<file path="config.mk">
export PLATFORM = sky130hd
export DESIGN_NAME = link3964
export DESIGN_NICKNAME = d
export VERILOG_FILES = /design/src/rtl/link3964_pkg.sv /design/src/rtl/link_timer.sv /design/src/rtl/link_tx.sv /design/src/rtl/link_rx.sv /design/src/rtl/link3964.sv
export SDC_FILE = /design/constraint.sdc
export NUM_CORES = 1
export LEC_CHECK = 0
export ABC_AREA = 1
export BUFFER_PORTS_ARGS = -buffer_cell sky130_fd_sc_hd__buf_2
export CAP_MARGIN = 20
export CELL_PAD_IN_SITES_DETAIL_PLACEMENT = 0
export CELL_PAD_IN_SITES_GLOBAL_PLACEMENT = 1
export CORE_AREA = 2 2 196 121
export DETAILED_ROUTE_END_ITERATION = 10
export DIE_AREA = 0 0 198 123
export PLACE_DENSITY_LB_ADDON = 0.1
export SLEW_MARGIN = 20
export SYNTH_ARGS = -nofsm -noshare
export SYNTH_HDL_FRONTEND = slang
export SYNTH_SLANG_ARGS = --single-unit
export TNS_END_PERCENT = 20
</file>
<file path="constraint.sdc">
create_clock -name clk_i -period 3.7 [get_ports clk_i]
set_clock_uncertainty 0.1 [all_clocks]
set_input_delay 0 -clock clk_i [delete_from_list [all_inputs] [get_ports clk_i]]
set_output_delay 0 -clock clk_i [all_outputs]
set_load 0.01 [all_outputs]
</file>
<file path="src/rtl/link3964_pkg.sv">
package link3964_pkg;
  localparam logic [7:0] C_STX = 8'h02;
  localparam logic [7:0] C_ETX = 8'h03;
  localparam logic [7:0] C_DLE = 8'h10;
  localparam logic [7:0] C_NAK = 8'h15;
  localparam int unsigned MAX_PAY = 255;

  typedef enum logic [3:0] {
    T_IDLE, T_STX, T_WCON, T_DATA, T_DUP, T_EDLE, T_ETX, T_BCC, T_WACK
  } tx_st_e;

  typedef enum logic [2:0] {
    R_IDLE, R_REPLY, R_DATA, R_ESC, R_BCC
  } rx_st_e;
endpackage

</file>
<file path="src/rtl/link_timer.sv">
module link_timer #(
  parameter int TW = 16
) (
  input  logic          clk_i,
  input  logic          rst_ni,
  input  logic          tick_i,
  input  logic          clr_i,
  input  logic [TW-1:0] limit_i,
  output logic          expired_o
);
  logic [TW-1:0] cnt;

  always_ff @(posedge clk_i or negedge rst_ni) begin
    if (!rst_ni)                      cnt <= '0;
    else if (clr_i)                   cnt <= '0;
    else if (tick_i && cnt < limit_i) cnt <= cnt + 1'b1;
  end

  assign expired_o = !clr_i && (cnt >= limit_i);
endmodule

</file>
<file path="src/rtl/link_tx.sv">
module link_tx
  import link3964_pkg::*;
#(
  parameter int TW = 16,
  parameter int RW = 4
) (
  input  logic          clk_i,
  input  logic          rst_ni,
  input  logic          tick_i,
  input  logic          start_i,
  input  logic [7:0]    len_i,
  input  logic [7:0]    data_i,
  output logic [7:0]    idx_o,
  input  logic [TW-1:0] ack_to_i,
  input  logic [RW-1:0] conn_retry_i,
  input  logic [RW-1:0] blk_retry_i,
  input  logic          rx_valid_i,
  input  logic [7:0]    rx_data_i,
  output logic          tx_valid_o,
  output logic [7:0]    tx_data_o,
  input  logic          tx_ready_i,
  output logic          busy_o,
  output logic          done_o,
  output logic          fail_o,
  output logic [1:0]    fail_code_o
);
  tx_st_e        st;
  logic [7:0]    idx, len_q, bcc;
  logic [RW-1:0] ccnt, bcnt;
  logic          to_exp, hs, last;

  link_timer #(.TW(TW)) u_ack (
    .clk_i, .rst_ni, .tick_i,
    .clr_i(!(st == T_WCON || st == T_WACK)),
    .limit_i(ack_to_i), .expired_o(to_exp)
  );

  always_comb begin
    tx_valid_o = 1'b1;
    unique case (st)
      T_STX:         tx_data_o = C_STX;
      T_DATA:        tx_data_o = data_i;
      T_DUP, T_EDLE: tx_data_o = C_DLE;
      T_ETX:         tx_data_o = C_ETX;
      T_BCC:         tx_data_o = bcc;
      default: begin tx_valid_o = 1'b0; tx_data_o = '0; end
    endcase
  end

  assign hs     = tx_valid_o && tx_ready_i;
  assign last   = (idx == len_q - 8'd1);
  assign idx_o  = idx;
  assign busy_o = (st != T_IDLE);

  always_ff @(posedge clk_i or negedge rst_ni) begin
    if (!rst_ni) begin
      st <= T_IDLE; idx <= '0; len_q <= '0; bcc <= '0;
      ccnt <= '0; bcnt <= '0;
      done_o <= 1'b0; fail_o <= 1'b0; fail_code_o <= '0;
    end else begin
      done_o <= 1'b0;
      fail_o <= 1'b0;
      case (st)
        T_IDLE: if (start_i) begin
          len_q <= len_i; ccnt <= '0; bcnt <= '0; st <= T_STX;
        end
        T_STX: if (hs) st <= T_WCON;
        T_WCON:
          if (rx_valid_i && rx_data_i == C_DLE) begin
            idx <= '0; bcc <= '0;
            st  <= (len_q == 8'd0) ? T_EDLE : T_DATA;
          end else if (rx_valid_i || to_exp) begin
            if (ccnt < conn_retry_i) begin
              ccnt <= ccnt + 1'b1; st <= T_STX;
            end else begin
              fail_o <= 1'b1; fail_code_o <= 2'd1; st <= T_IDLE;
            end
          end
        T_DATA, T_DUP: if (hs) begin
          bcc <= bcc ^ tx_data_o;
          if (st == T_DATA && tx_data_o == C_DLE) st <= T_DUP;
          else if (last) st <= T_EDLE;
          else begin idx <= idx + 8'd1; st <= T_DATA; end
        end
        T_EDLE: if (hs) begin bcc <= bcc ^ C_DLE; st <= T_ETX; end
        T_ETX:  if (hs) begin bcc <= bcc ^ C_ETX; st <= T_BCC; end
        T_BCC:  if (hs) st <= T_WACK;
        T_WACK:
          if (rx_valid_i && rx_data_i == C_DLE) begin
            done_o <= 1'b1; st <= T_IDLE;
          end else if (rx_valid_i || to_exp) begin
            if (bcnt < blk_retry_i) begin
              bcnt <= bcnt + 1'b1; ccnt <= '0; st <= T_STX;
            end else begin
              fail_o <= 1'b1; fail_code_o <= 2'd2; st <= T_IDLE;
            end
          end
        default: st <= T_IDLE;
      endcase
    end
  end
endmodule

</file>
<file path="src/rtl/link_rx.sv">
module link_rx
  import link3964_pkg::*;
#(
  parameter int TW = 16
) (
  input  logic          clk_i,
  input  logic          rst_ni,
  input  logic          tick_i,
  input  logic          en_i,
  input  logic          rx_valid_i,
  input  logic [7:0]    rx_data_i,
  input  logic [TW-1:0] char_to_i,
  input  logic [TW-1:0] blk_to_i,
  output logic          tx_valid_o,
  output logic [7:0]    tx_data_o,
  input  logic          tx_ready_i,
  output logic          busy_o,
  output logic          out_valid_o,
  output logic [7:0]    out_data_o,
  output logic          done_o,
  output logic          err_o
);
  rx_st_e     st, nxt;
  logic [7:0] rep, bcc, cnt;
  logic       in_msg, c_exp, b_exp;

  assign in_msg = (st == R_DATA) || (st == R_ESC) || (st == R_BCC);

  link_timer #(.TW(TW)) u_char (
    .clk_i, .rst_ni, .tick_i,
    .clr_i(!in_msg || rx_valid_i), .limit_i(char_to_i), .expired_o(c_exp)
  );

  link_timer #(.TW(TW)) u_blk (
    .clk_i, .rst_ni, .tick_i,
    .clr_i(!in_msg), .limit_i(blk_to_i), .expired_o(b_exp)
  );

  assign tx_valid_o = (st == R_REPLY);
  assign tx_data_o  = rep;
  assign busy_o     = (st != R_IDLE);

  always_ff @(posedge clk_i or negedge rst_ni) begin
    if (!rst_ni) begin
      st <= R_IDLE; nxt <= R_IDLE; rep <= '0; bcc <= '0; cnt <= '0;
      out_valid_o <= 1'b0; out_data_o <= '0; done_o <= 1'b0; err_o <= 1'b0;
    end else begin
      out_valid_o <= 1'b0;
      done_o      <= 1'b0;
      err_o       <= 1'b0;
      if (in_msg && (c_exp || b_exp)) begin
        rep <= C_NAK; nxt <= R_IDLE; st <= R_REPLY; err_o <= 1'b1;
      end else begin
        case (st)
          R_IDLE: if (rx_valid_i) begin
            if (rx_data_i == C_STX && en_i) begin
              rep <= C_DLE; nxt <= R_DATA; bcc <= '0; cnt <= '0; st <= R_REPLY;
            end else if (rx_data_i != C_NAK) begin
              rep <= C_NAK; nxt <= R_IDLE; st <= R_REPLY;
            end
          end
          R_REPLY: if (tx_ready_i) st <= nxt;
          R_DATA, R_ESC: if (rx_valid_i) begin
            bcc <= bcc ^ rx_data_i;
            if (st == R_DATA && rx_data_i == C_DLE) st <= R_ESC;
            else if (st == R_ESC && rx_data_i == C_ETX) st <= R_BCC;
            else if ((st == R_ESC && rx_data_i != C_DLE) || cnt == 8'(MAX_PAY)) begin
              rep <= C_NAK; nxt <= R_IDLE; st <= R_REPLY; err_o <= 1'b1;
            end else begin
              out_valid_o <= 1'b1; out_data_o <= rx_data_i;
              cnt <= cnt + 8'd1; st <= R_DATA;
            end
          end
          R_BCC: if (rx_valid_i) begin
            nxt <= R_IDLE; st <= R_REPLY;
            if (rx_data_i == bcc) begin rep <= C_DLE; done_o <= 1'b1; end
            else begin rep <= C_NAK; err_o <= 1'b1; end
          end
          default: st <= R_IDLE;
        endcase
      end
    end
  end
endmodule

</file>
<file path="src/rtl/link3964.sv">
module link3964
  import link3964_pkg::*;
#(
  parameter int TW       = 16,
  parameter int RW       = 4,
  parameter int DEF_CHAR = 200,
  parameter int DEF_ACK  = 500,
  parameter int DEF_BLK  = 10000,
  parameter int DEF_CONN = 3
) (
  input  logic          clk_i,
  input  logic          rst_ni,
  input  logic          tick_i,
  input  logic [TW-1:0] cfg_char_to_i,
  input  logic [TW-1:0] cfg_ack_to_i,
  input  logic [TW-1:0] cfg_blk_to_i,
  input  logic [RW-1:0] cfg_conn_retry_i,
  input  logic [RW-1:0] cfg_blk_retry_i,
  input  logic          snd_start_i,
  input  logic [7:0]    snd_len_i,
  output logic [7:0]    snd_idx_o,
  input  logic [7:0]    snd_data_i,
  output logic          snd_done_o,
  output logic          snd_fail_o,
  output logic [1:0]    snd_fail_code_o,
  input  logic          rcv_en_i,
  output logic          rcv_valid_o,
  output logic [7:0]    rcv_data_o,
  output logic          rcv_done_o,
  output logic          rcv_err_o,
  output logic          busy_o,
  output logic          utx_valid_o,
  output logic [7:0]    utx_data_o,
  input  logic          utx_ready_i,
  input  logic          urx_valid_i,
  input  logic [7:0]    urx_data_i
);
  logic [TW-1:0] char_eff, ack_eff, blk_eff;
  logic [RW-1:0] conn_eff;
  logic          tx_busy, rx_busy, tx_go;
  logic          tx_v, rx_v;
  logic [7:0]    tx_d, rx_d;

  assign char_eff = (cfg_char_to_i == '0) ? TW'(DEF_CHAR) : cfg_char_to_i;
  assign ack_eff  = (cfg_ack_to_i  == '0) ? TW'(DEF_ACK)  : cfg_ack_to_i;
  assign blk_eff  = (cfg_blk_to_i  == '0) ? TW'(DEF_BLK)  : cfg_blk_to_i;
  assign conn_eff = (cfg_conn_retry_i == '0) ? RW'(DEF_CONN) : cfg_conn_retry_i;

  // half duplex: a local start only while the passive side is idle
  assign tx_go = snd_start_i && !rx_busy;

  link_tx #(.TW(TW), .RW(RW)) u_tx (
    .clk_i, .rst_ni, .tick_i,
    .start_i(tx_go), .len_i(snd_len_i), .data_i(snd_data_i), .idx_o(snd_idx_o),
    .ack_to_i(ack_eff), .conn_retry_i(conn_eff), .blk_retry_i(cfg_blk_retry_i),
    .rx_valid_i(urx_valid_i && tx_busy), .rx_data_i(urx_data_i),
    .tx_valid_o(tx_v), .tx_data_o(tx_d), .tx_ready_i(utx_ready_i && tx_busy),
    .busy_o(tx_busy), .done_o(snd_done_o), .fail_o(snd_fail_o),
    .fail_code_o(snd_fail_code_o)
  );

  link_rx #(.TW(TW)) u_rx (
    .clk_i, .rst_ni, .tick_i, .en_i(rcv_en_i),
    .rx_valid_i(urx_valid_i && !tx_busy && !tx_go), .rx_data_i(urx_data_i),
    .char_to_i(char_eff), .blk_to_i(blk_eff),
    .tx_valid_o(rx_v), .tx_data_o(rx_d), .tx_ready_i(utx_ready_i && !tx_busy),
    .busy_o(rx_busy), .out_valid_o(rcv_valid_o), .out_data_o(rcv_data_o),
    .done_o(rcv_done_o), .err_o(rcv_err_o)
  );

  assign utx_valid_o = tx_busy ? tx_v : rx_v;
  assign utx_data_o  = tx_busy ? tx_d : rx_d;
  assign busy_o      = tx_busy || rx_busy;
endmodule

</file>
; ---- Word level (Yosys, flattened, before mapping)
; Index checks and enable logic that the tools add are counted.
[classes]
n_addsub = 8
order_cmp = 8
eq_ne = 56
n_mux = 126
bitwise_logic = 10
reduce_logical = 69
[op_table]
columns = cell, n
row1 = 8-bit two-way mux, 22
row2 = 16-bit two-way mux, 9
row3 = 4-bit two-way mux, 22
row4 = 3-bit two-way mux, 21
row5 = "16-bit by 1-bit adder with 16-bit output, second input constant", 3
row6 = 16-bit greater-or-equal comparator, 3
row7 = 16-bit zero test, 3
row8 = 16-bit < comparator, 3
row9 = 8-bit one-hot mux with 2 select lines, 3
row10 = 8-bit one-hot mux with 5 select lines, 1
row11 = 5-bit AND reduction, 7
row12 = "2-bit != test, second input constant", 17
row13 = 4-bit one-hot mux with 8 select lines, 1
row14 = 8-bit one-hot mux with 4 select lines, 1
row15 = 8-bit AND reduction, 4
row16 = 1-bit two-way mux, 29
row17 = 8-bit one-hot mux with 3 select lines, 1
row18 = 1-bit logical AND, 20
row19 = "8-bit by 1-bit adder with 8-bit output, second input constant", 2
row20 = "4-bit by 3-bit == test with 1-bit output, second input constant", 4
row21 = "8-bit by 2-bit == test with 1-bit output, second input constant", 2
row22 = "8-bit by 5-bit == test with 1-bit output, second input constant", 2
row23 = 8-bit == test, 2
row24 = 2-bit two-way mux, 8
row25 = other kinds (39), 87
[totals]
ff_bits = 129
wordCells = 300

; ---- Logic depth before layout (Yosys ltp)
; Gate-level depths: netlist of run 1.
[logic_depth]
word_depth = 12
ltp_mapped = 20
mapped_depth_nobuf = 19

; ---- Modules after synthesis
; From an unflattened synthesis of run 1, not the netlist that was laid out.
[unflattened]
cells_unflattened = 1540
area_unflattened_um2 = 10158.5
[by_module_without_submodules]
columns = module, n_inst, cells_each, area_per_inst_um2
row1 = link_timer, 3, 226, 1527.7
row2 = link_tx, 1, 437, 2946.6
row3 = link_rx, 1, 270, 2037.0
row4 = link3964, 1, 155, 591.8

; ---- Least setup slack after synthesis of run 1
; OpenSTA, ideal clock, no wires.
[synth_path]
kind = input-to-reg
from = in cfg_blk_to_i[8]
to = reg u_rx.u_blk.cnt[13]
setup_ns = 0.077
arrival_ns = 2.408
required_time_ns = 3.523
path_slack_ns = 1.114
stages = 14
path_buffers = 1
path_cell_list = or4_1 > nor4_1 > nor2_1 > ha_1 > nand2_1 > nand2_1 > nand3_1 > nand2_1 > a21oi_1 > nand3_1 > clkbuf_1 > nor3_1 > o21ai_0 > a21oi_1
[synth_via]
elab_chain_cells = 5
[synth_lines]
columns = element, line_no
row1 = start: declaration, link3964.sv:16  ; input logic [TW-1:0] cfg_blk_to_i,
row2 = 16-bit zero test, link3964.sv:46  ; assign blk_eff = (cfg_blk_to_i == '0) ? TW'(DEF_BLK) : cfg_blk_to_i;
row3 = 16-bit two-way mux (*), link3964.sv:46
row4 = 16-bit < comparator (*), link_timer.sv:16  ; else if (tick_i && cnt < limit_i) cnt <= cnt + 1'b1;
row5 = 1-bit logical AND (*), link_timer.sv:16
row6 = 2-bit != test (no line) (*), --
row7 = end signal: assignment, link_timer.sv:16
row8 = end: declaration, link_timer.sv:11  ; logic [TW-1:0] cnt;
; Mark *: on every way between the ends. The rest lies on a longest branch, timed or not.
; A chain may end at the register's enable or synchronous reset.

; ---- Worst setup path after layout of run 1
[layout_path]
from = reg u_rx.st[0]
to = reg u_rx.out_data_o[6]
[layout_via]
elab_chain_cells = 12
word_cells_on_any_way = 27
classes_between = eq/ne: 3 / bitwise: 4 / reduce/logical: 20
[layout_lines]
columns = element, line_no
row1 = start: declaration, link_rx.sv:23  ; rx_st_e st, nxt;
row2 = start signal: assignment, link_rx.sv:62  ; R_REPLY: if (tx_ready_i) st <= nxt;
row3 = 3-bit nonzero test, link_rx.sv:41  ; assign busy_o = (st != R_IDLE);
row4 = 1-bit zero test, link3964.sv:50  ; assign tx_go = snd_start_i && !rx_busy;
row5 = 1-bit logical AND, link3964.sv:50
row6 = 1-bit zero test, link3964.sv:64  ; .rx_valid_i(urx_valid_i && !tx_busy && !tx_go), .rx_data_i(urx_data_i),
row7 = 1-bit logical AND, link3964.sv:64
row8 = 1-bit logical OR, link_rx.sv:31  ; .clr_i(!in_msg || rx_valid_i), .limit_i(char_to_i), .expired_o(c_exp)
row9 = 1-bit zero test, link_timer.sv:19  ; assign expired_o = !clr_i && (cnt >= limit_i);
row10 = 1-bit logical AND, link_timer.sv:19
row11 = 1-bit logical OR, link_rx.sv:51  ; if (in_msg && (c_exp || b_exp)) begin
row12 = 1-bit logical AND, link_rx.sv:51
row13 = 1-bit NOT (no line), --
row14 = 6-bit AND reduction (no line) (*), --
row15 = end signal: assignment, link_rx.sv:46  ; out_valid_o <= 1'b0; out_data_o <= '0; done_o <= 1'b0; err_o <= 1'b0;
row16 = end signal: assignment, link_rx.sv:70  ; out_valid_o <= 1'b1; out_data_o <= rx_data_i;
row17 = end: declaration, link_rx.sv:19  ; output logic [7:0] out_data_o,
; Marked as above.

==> results of run 1 <==
-- state kept, by name, summed over array words and instances, names as in the netlist, 8 cells and up --
name,flops
u_tx.bcc,8
u_rx.u_char.cnt,16
u_rx.out_data_o,8
u_tx.idx_o,8
u_rx.bcc,8
u_tx.len_q,8
u_tx.u_ack.cnt,16
u_rx.u_blk.cnt,16
u_rx.cnt,8
-- worst max-delay path, cell delays in order (launching register included) --
cell	delay (ps)
dfrtp_1	410
inv_1	200
nand2_2	170
nor2_4	210
nand2_2	120
nand3_4	110
dlygate4sd3_1	670
inv_2	80
nor2_4	330
nand2_2	160
nand3_1	170
inv_2	120
nand2_2	180
nand2_1	80
nand2_1	60
-- worst max-delay path by stage --
stage | to | slack (ps) | depth (start not counted)
final | u_rx.out_data_o[6] | 460 | 14
after CTS | u_rx.out_data_o[6] | 480 | 14
after floorplan | u_rx.u_blk.cnt[13] | 1110 | 14
after detailed placement | u_rx.u_blk.cnt[12] | 360 | 13
after global routing | u_rx.out_data_o[1] | 200 | 14
after global placement | u_rx.u_blk.cnt[4] | 420 | 13
-- cells by family after synthesis --
family,after synthesis
AOI/OAI and AO/OA,152
buffers and inverters,196
adders and majority gates,62
xor gates and xnor gates,46
muxes,3
DFF,121
and+or+nand+nor,671
-- power breakdown --
part / switching [mW] / internal (mW) / leakage [nW] / total [mW]
Combinational: 1.69 / 0.830 / 3.60 / 2.52
Clock: 0.694 / 1.07 / 0.295 / 1.77
Sequential: 0.235 / 1.58 / 1.62 / 1.81
-- layer usage --
metal | track usage, % | up-vias
met4 | 4.37 | 0
li1 | - | 4420
met2 | 26.5 | 149
met1 | 34.9 | 3754
met3 | 4.01 | 14
met5 | 0 | -
-- cells in the mapped netlist, types with 2 or more instances --
cell type / count
mux2_2: 3
o22ai_1: 3
nand4_1: 38
nor2_4: 5
nor2_1: 138
o21ai_0: 58
nand2_2: 12
nand3b_1: 2
nor3_1: 29
xor2_1: 32
inv_2: 18
nor2_8: 2
buf_4: 2
xnor2_1: 14
a21oi_1: 55
dfrtp_1: 121
ha_1: 62
and3_1: 2
a31oi_1: 3
a21o_1: 2
clkbuf_1: 12
inv_1: 156
nand2_1: 310
nor4_1: 11
nor2_2: 7
o31ai_1: 14
o211ai_1: 2
nand3_1: 102
o21ai_1: 3
o22ai_2: 2
nor3b_1: 2
nand2_4: 3
a22oi_1: 2
or2_2: 4
buf_2: 6
-- stage by stage --
| step | area [sq um] | cells | utilization, % | hold WS (ps) | total power, mW |
|---|---|---|---|---|---|
| after floorplan | 8860 | 1251 | - | -396 | 3.59 |
| final | 10700 | 1728 | 47.2 | 20.5 | 6.10 |
| after CTS | 10700 | 1728 | 47.2 | 0.389 | 6.15 |
| after global placement | 9830 | 1672 | 43.4 | 62.2 | 4.31 |
| after detailed placement | 9830 | 1672 | 43.4 | 55.1 | 4.32 |
| after global routing | 10700 | 1728 | 47.2 | 54.8 | 6.59 |
-- area by class of cell --
cell class / count / area share (%)
inverter: 175 / 6.15
clock inverter: 15 / 1.80
multi-input combinational: 934 / 47.5
timing repair buffer: 151 / 8.52
sequential: 121 / 28.3
tap: 315 / 3.69
clock buffer: 17 / 3.98
==> key figures, run 1 <==
Floorplan
  – Die ar.: about 0.024 sq mm
  – Die height: 123 um
  – Core box area: between 0.02 and 0.025 sq mm
  – # IOs: 120
  – Cell Rows: 43
  – Die X: slightly below 200 um
  – Starting Density: 39.1%

Routing
  – Via density: ~4.8
  – First-pass detailed-route iteration total: 5
  – Wire length on met3: between 800 and 900 um
  – Met2 wire length: slightly below 9 mm
  – Final ANT Viol Nets: 0
  – DRC violations left: 0
  – Highest metal used: met4
  – Via count: approximately 8300
  – Initial DRC Count: between 700 and 800
  – WL final: between 20 and 25 mm
  – Routed wire per std cell: 14.1 um
  – WL met1: between 10 and 15 mm

Placement
  – Post-DP HPWL: roughly 18 mm
  – Pre-CTS WS: ~360 ps
  – Routability cong.: between 0.8 and 0.9
  – Port buffer count: 119

Worst setup path
  – R2R Path Start: u_rx.st[0]
  – Crit path from: u_rx.st[0]
  – Worst setup EP type: flop
  – Worst R2R Path Depth: 14
  – Critical path required time: slightly below 4000 ps
  – CP arrival: about 3500 ps
  – FF-to-FF setup slack: about 460 ps
  – Crit Path Category: reg -> reg
  – Crit path max fanout: 16
  – Startpoint Class: flop
  – Reg2reg end: u_rx.out_data_o[6]

CTS
  – CTS H-tree lvls: 4
  – Later-pin clock latency in the skew report: 430 ps
  – Post-CTS resize count: 0
  – Total clock buffers created by CTS: 17
  – Clk buf depth: 2
  – TritonCTS clock tree: yes
  – Root Driver: clkbuf_16
  – Hold_buf cts: 24
  – Post-CTS Repair Setup Buffers: 0
  – Clock slew at reported path FFs: ~70 ps
  – Clk sinks: ~120

Final layout
  – Storage cell area: 0.00303 sq mm
  – Antenna fix cells: 0
  – Fill cells: about 2400
  – NumNets Final: between 1500 and 2000
  – Area growth syn-to-layout: 20.6%
  – Ratio of cells with drive above 1 in the final layout: between 15 and 20%
  – Multi-input logic area: a little over 0.005 sq mm
  – Commonest non-fill, non-tap cell in the layout: nand2_1
  – Most frequent cells in the layout: nand2_1 (310), inv_1 (156), nor2_1 (138), dfrtp_1 (121), buf_2 (118)

Worst hold path
  – Hold_sp: snd_data_i[2]
  – Min-delay worst type: in -> reg
  – Hold Path Depth: 6
  – Worst Hold Path EP: u_tx.bcc[2]

STA
  – Post-layout min period: around 3200 ps
  – F_max: approximately 310 MHz
  – RSZ-0062 raised after global routing: no
  – Final Max Tran Viols: 0
  – Setup WS post-layout: around 460 ps
  – Hold Vio Cnt, Final: 0
  – Worst-Margin Slew: approximately 800 ps
  – Setup tns final: 0 ps
  – Tcrit/Tclk final: slightly below 90%
  – Setup violators final: 0
  – Slew HR: between 40% and 50%

Synth
  – Cell count after synthesis: approximately 1300
  – Main combinational cell family by area after synthesis: simple AND/OR/NAND/NOR gates
  – Synthesis-stage register bit count: about 120
  – Post-synthesis adder-cell area fraction: under 10%
  – Ys flop type: dfrtp_1
  – Cell taking the most area after synthesis: dfrtp_1
  – Mux share of post-synthesis cell area: less than 1%
  – Synth cell types: 49
  – Synth Area in Compound Gates: under 10%
  – Yosys top cell area share: approximately a third
  – Sequential share of the synthesized area: around a third
  – Mean Syn Cell Area: 7.09 sq um
  – Post-synthesis xor/xnor area fraction: 4.55%
  – Yosys Warn Count: 0
  – Synth Cell Area: roughly 0.0089 sq mm
  – Post-synth EDFFs: 0
  – Ys async rst share: 100%
  – Synth area leaders: dfrtp_1 (34%), nand2_1 (13%), ha_1 (8.8%)
  – Post-synthesis simple-gate area fraction: between 30% and 40%
  – Post-synth net total: 1400

GRT
  – Vias in the first global route: 7530
  – Gr ovfl total: 0
  – GRT Util Overall: about a fifth
  – First-pass GRT wire length: just under 40 mm
  – Largest net degree at the start of global routing: approximately 120
  – Antenna violations before repair: 0

Power and ir drop
  – Power per cell area: 571 mW/mm^2
  – Leakage power: about 5.5 nW
  – Peak VDD IR: 0.000378 V

Run status
  – Status: complete, no violations

Flow run
  – Max cap viols: 0
Note: power is estimated with default switching activity, not from simulation.
==> run 2: changes to the inputs <==
--- a/config.mk
+++ b/config.mk
@@ -10,9 +10,10 @@
 export CAP_MARGIN = 20
 export CELL_PAD_IN_SITES_DETAIL_PLACEMENT = 0
 export CELL_PAD_IN_SITES_GLOBAL_PLACEMENT = 1
-export CORE_AREA = 2 2 196 121
+export CORE_AREA = 10 10 204 129
+export CTS_BUF_LIST = sky130_fd_sc_hd__clkbuf_16
 export DETAILED_ROUTE_END_ITERATION = 10
-export DIE_AREA = 0 0 198 123
+export DIE_AREA = 0 0 214 139
 export PLACE_DENSITY_LB_ADDON = 0.1
 export SLEW_MARGIN = 20
 export SYNTH_ARGS = -nofsm -noshare
==> constraint.sdc (replaced) <==
create_clock -name clk_i -period 4 [get_ports clk_i]
set_clock_uncertainty 0.1 [all_clocks]
set_input_delay 0 -clock clk_i [delete_from_list [all_inputs] [get_ports clk_i]]
set_output_delay 0 -clock clk_i [all_outputs]
set_load 0.01 [all_outputs]
==> run 2 against run 1 <==
Against the previous run:
- global-route usage decreased by 3.9 points
- sequential power is 7% lower
- combinational power is 7.9% lower
- die area rose by 22%
- core utilization decreased by 0.099 points
- critical path type unchanged
- highest routed layer unchanged
==> key figures, run 2 (same netlist as run 1, synthesis figures left out) <==
Run status
  – Status: complete, no violations

Worst setup path
  – Startpoint Class: flop
  – FF-to-FF setup slack: 780 ps
  – Worst setup EP type: flop
  – Critical Path End: u_rx.out_data_o[4]
  – R2R Path Start: u_rx.st[0]
  – Critical path required time: roughly 4300 ps
  – Crit path from: u_rx.st[0]
  – Reg2reg end: u_rx.out_data_o[4]
  – Crit Path Category: reg -> reg
  – CP arrival: around 3500 ps
  – Crit path max fanout: 16
  – Worst R2R Path Depth: 14

Final layout
  – NumNets Final: between 1500 and 2000
  – Regs by FF count: u_rx.u_blk.cnt x16, u_rx.u_char.cnt x16, u_tx.u_ack.cnt x16
  – Antenna fix cells: 0
  – Multi-input logic area: around 0.0051 sq mm
  – Layout Cells excl Fill: 1724
  – Fin util: a little under half
  – Area growth syn-to-layout: 20.3%
  – Most frequent cells in the layout: nand2_1 (310), inv_1 (156), nor2_1 (138), dfrtp_1 (121), buf_2 (118)
  – Commonest non-fill, non-tap cell in the layout: nand2_1
  – Ratio of cells with drive above 1 in the final layout: between 15 and 20%
  – Storage cell area: between 0.003 and 0.004 sq mm
  – Fill cells: 2351

STA
  – Worst-Margin Slew: ~900 ps
  – Slew HR: between 40% and 50%
  – RSZ-0062 raised after global routing: no
  – Setup tns final: 0 ps
  – Post-layout min period: between 3000 and 4000 ps
  – F_max: between 300 and 400 MHz
  – Hold Vio Cnt, Final: 0
  – Final Max Tran Viols: 0
  – Tcrit/Tclk final: ~80%
  – Setup violators final: 0

Routing
  – DRC violations left: 0
  – Routed wire per std cell: approximately 15 um
  – WL final: ~25 mm
  – Final ANT Viol Nets: 0
  – Via count: 8288
  – First-pass detailed-route iteration total: 5
  – Initial DRC Count: around 680
  – Via density: a little under 5

CTS
  – TritonCTS clock tree: yes
  – Clk buf depth: 2
  – Hold_buf cts: 24
  – Post-CTS resize count: 0
  – Root Driver: clkbuf_16
  – Clock slew at reported path FFs: around 60 ps
  – Clk sinks: 121
  – Later-pin clock latency in the skew report: about 430 ps
  – Post-CTS Repair Setup Buffers: 0
  – Total clock buffers created by CTS: 17
  – CTS H-tree lvls: 4

GRT
  – Gr ovfl total: 0
  – First-pass GRT wire length: roughly 42 mm
  – Antenna violations before repair: 0
  – Vias in the first global route: just under 8000
  – GRT Util Overall: about 17%
  – Largest net degree at the start of global routing: about 120

Power and ir drop
  – Power per cell area: about 530 mW/mm^2
  – Leakage power: 5.49 nW
  – Clock power frac: a little under 30%
  – P_int: around 3.3 mW
  – Tot Pwr: about 5.7 mW
  – Psw: roughly 2.4 mW
  – Comb power frac: between 40% and 50%
  – Net Sw Frac: approximately 42%
  – Seq pwr share: between 20% and 30%
  – Peak VDD IR: just over 0.0003 V

Floorplan
  – # IOs: 120
  – Core box area: 0.0227 sq mm
  – Cell Rows: 43
  – Die ar.: a little under 0.03 sq mm
  – Die height: roughly 140 um
  – Starting Density: between 30% and 40%
  – Die X: approximately 210 um

Flow run
  – Max cap viols: 0

Placement
  – Port buffer count: 119
  – Post-DP HPWL: about 19 mm
  – Placed Cells: between 1500 and 2000
  – Routability cong.: between 0.8 and 0.9

Worst hold path
  – Min-delay worst type: in -> reg
  – Hold_sp: rcv_en_i
run 2: power groups by stage:
stage / combinational [mW] / sequential (mW) / clock (mW)
floorplan: 1.67 / 1.65 / 0
global placement: 2.30 / 1.69 / 0
detailed placement: 2.31 / 1.69 / 0
CTS: 2.34 / 1.67 / 1.69
global route: 2.67 / 1.71 / 1.75
finish: 2.32 / 1.68 / 1.66
run 2: worst max-delay path, stage by stage (launching register included):
cell and delay, ps:
dfrtp_1 400, inv_1 200, nand2_2 160, nor2_4 210, nand2_2 120, nand3_4 110, dlygate4sd3_1 670, inv_2 80
nor2_4 320, nand2_2 160, nand3_1 180, inv_2 120, nand2_2 170, nand2_1 80, nand2_1 60
run 2: worst min path at each step:
stage	cells after the start	to	slack, ps
finish	6	u_rx.tx_data_o[2]	6
global route	4	u_rx.u_char.cnt[11]	50
CTS	5	u_rx.st[0]	6
detailed placement	2	u_tx.fail_o	70
global placement	2	u_tx.fail_o	60
floorplan	0	u_rx.bcc[0]	-400
run 2: area by class of cell:
cell class	instances	area share (%)
Tap cell	315	3.70
Clock inverter	15	1.88
Clock buffer	17	3.99
Multi-Input combinational cell	934	47.6
Sequential cell	121	28.4
Inverter	175	6.16
Timing Repair Buffer	147	8.26
run 2: through the flow:
| step | instance area [sq um] | hold WS, ps | setup WS, ps |
|---|---|---|---|
| 2_1_floorplan | 8860 | -396 | 1410 |
| 3_3_place_gp | 9800 | 63.4 | 761 |
| 3_5_place_dp | 9800 | 66.2 | 767 |
| 4_1_cts | 10700 | 5.71 | 762 |
| 5_1_grt | 10700 | 52.5 | 478 |
| 6_report | 10700 | 5.52 | 783 |
run 2: metal layers:
| layer | share of wire, % | vias up | global-route usage, % |
|---|---|---|---|
| li1 | - | 4406 | - |
| met1 | 58 | 3706 | 27.0 |
| met2 | 38 | 158 | 21.8 |
| met3 | 3.8 | 18 | 3.14 |
| met4 | 0.98 | 0 | 4.60 |
| met5 | 0 | - | 0 |
==> run 3: changes to the inputs <==
==> constraint.sdc (replaced) <==
create_clock -name clk_i -period 3.3 [get_ports clk_i]
set_clock_uncertainty 0.1 [all_clocks]
set_input_delay 0 -clock clk_i [delete_from_list [all_inputs] [get_ports clk_i]]
set_output_delay 0 -clock clk_i [all_outputs]
set_load 0.01 [all_outputs]
==> run 3 against run 2 <==
Against the previous run:
- critical path depth stayed put
- global-route usage increased by 0.061 points
- total power up 19%
==> key figures, run 3 (same netlist as run 1, synthesis figures left out) <==
Run status
  – Status: complete, no violations

STA
  – Tcrit/Tclk final: about nine tenths
  – RSZ-0062 raised after global routing: no
  – Setup violators final: 0
  – Slew HR: a little over half
  – Worst-Margin Slew: 672 ps
  – Setup tns final: 0 ps
  – Final Max Tran Viols: 0
  – Hold Vio Cnt, Final: 0
  – F_max: ~330 MHz
  – Post-layout min period: roughly 3000 ps
  – Setup WS post-layout: between 300 and 400 ps

Routing
  – WL final: between 20 and 30 mm
  – Final ANT Viol Nets: 0
  – Via count: between 8000 and 9000
  – DRC violations left: 0
  – Initial DRC Count: 754
  – Routed wire per std cell: 14.7 um
  – Via density: 4.81
  – First-pass detailed-route iteration total: 5

Floorplan
  – Cell Rows: 43
  – Starting Density: between 30% and 40%
  – # IOs: 120
  – Die height: 139 um
  – Die X: roughly 210 um
  – Core box area: approximately 0.023 sq mm
  – Die ar.: 0.0297 sq mm

Worst setup path
  – Crit path max fanout: 9
  – Slowest stage cell on the critical path: dlygate4sd3_1
  – Startpoint Class: flop
  – Crit path buf inv count: 4
  – Max stage delay on crit path: between 600 and 700 ps
  – Worst setup EP type: flop
  – Critical path's top delay family: simple AND/OR/NAND/NOR gates
  – Crit Path Category: reg -> reg
  – Critical path required time: ~3600 ps
  – Most used cell, CP: nand2_2
  – CP arrival: about 3300 ps
  – Critical path cell sequence: inv_1, nand2_2, nor2_4, nand2_2, nand3_4, dlygate4sd3_1, inv_2, nor2_4, nand2_2, nand3_1, inv_2, nand2_2, nand2_1, nand2_1

Placement
  – Routability cong.: about 0.85
  – Pre-CTS WS: roughly 320 ps
  – Post-DP HPWL: ~20 mm
  – Placed Cells: about 1700
  – Port buffer count: between 100 and 150

Power and ir drop
  – Peak VDD IR: slightly above 0.0004 V
  – Power per cell area: about 630 mW/mm^2
  – Leakage power: 5.51 nW

CTS
  – CTS H-tree lvls: 4
  – Clock slew at reported path FFs: roughly 60 ps
  – Post-CTS resize count: 0
  – Total clock buffers created by CTS: 17
  – Root Driver: clkbuf_16
  – Clk buf depth: 2
  – Clk sinks: between 100 and 150
  – TritonCTS clock tree: yes
  – Later-pin clock latency in the skew report: roughly 430 ps

GRT
  – Gr ovfl total: 0
  – GRT Util Overall: approximately 17%
  – Largest net degree at the start of global routing: 39
  – Antenna violations before repair: 0
  – Vias in the first global route: just under 8000
  – First-pass GRT wire length: 42.0 mm

Final layout
  – Antenna fix cells: 0
  – Most frequent cells in the layout: nand2_1 (310), inv_1 (156), nor2_1 (138), dfrtp_1 (121), buf_2 (118)
  – NumNets Final: 1555
  – Regs by FF count: u_rx.u_blk.cnt x16, u_rx.u_char.cnt x16, u_tx.u_ack.cnt x16
  – Fin util: between 40% and 50%
  – Ratio of cells with drive above 1 in the final layout: around 16%
  – Area growth syn-to-layout: 20.5%
  – Commonest non-fill, non-tap cell in the layout: nand2_1
  – Layout Cells excl Fill: roughly 1700

Worst hold path
  – Min-delay worst type: in -> async

Flow run
  – Max cap viols: 0
run 3: per-layer routing:
layer | global-route usage [%] | part of all wire, % | up-vias
met5 | 0 | 0 | -
met3 | 3.33 | 4.3 | 19
li1 | - | - | 4413
met2 | 22.2 | 38 | 160
met4 | 3.97 | 0.89 | 0
met1 | 27.0 | 57 | 3749
run 3: path summary, 6_finish.rpt:
kind	startpoint	endpoint	slack, ps	depth (start not counted)
min in group clk_i	rcv_en_i	u_rx.tx_data_o[2]	20	6
max reg2reg	u_rx.st[0]	u_rx.out_data_o[1]	300	14
min reg2reg	u_tx.bcc[6]	u_tx.bcc[6]	350	1
max in group asynchronous	rst_ni	u_tx.idx_o[3]	2250	3
min	rst_ni	u_tx.ccnt[3]	0.6	2
max	u_rx.st[0]	u_rx.out_data_o[1]	300	14
run 3: timing repair:
action,in CTS,in global routing
hold buffers,26,0
buffers inserted,0,0
hold endpoints to repair,76,0
run 3: through the flow:
step,area (sq um),power (mW),hold slack [ps]
2_1_floorplan,8860,4.02,-396
6_report,10700,6.75,0.619
5_1_grt,10700,7.30,54.6
3_5_place_dp,9840,4.88,-56.4
4_1_cts,10700,6.81,20.4
3_3_place_gp,9840,4.87,-65.6
run 3: cell type report:
cell class                      instances  area [sq um]
Clock inverter                         15           153
Multi-Input combinational cell        934          5080
Sequential cell                       121          3030
Inverter                              175           657
Fill cell                            2312         12000
Tap cell                              315           394
Clock buffer                           17           425
Timing Repair Buffer                  157           948
run 3: power by group:
part           internal, mW  switching, mW  leakage (nW)  total [mW]
Combinational         0.950           1.92          3.62        2.87
Sequential             1.77          0.260          1.62        2.03
Clock                  1.11          0.749         0.271        1.86
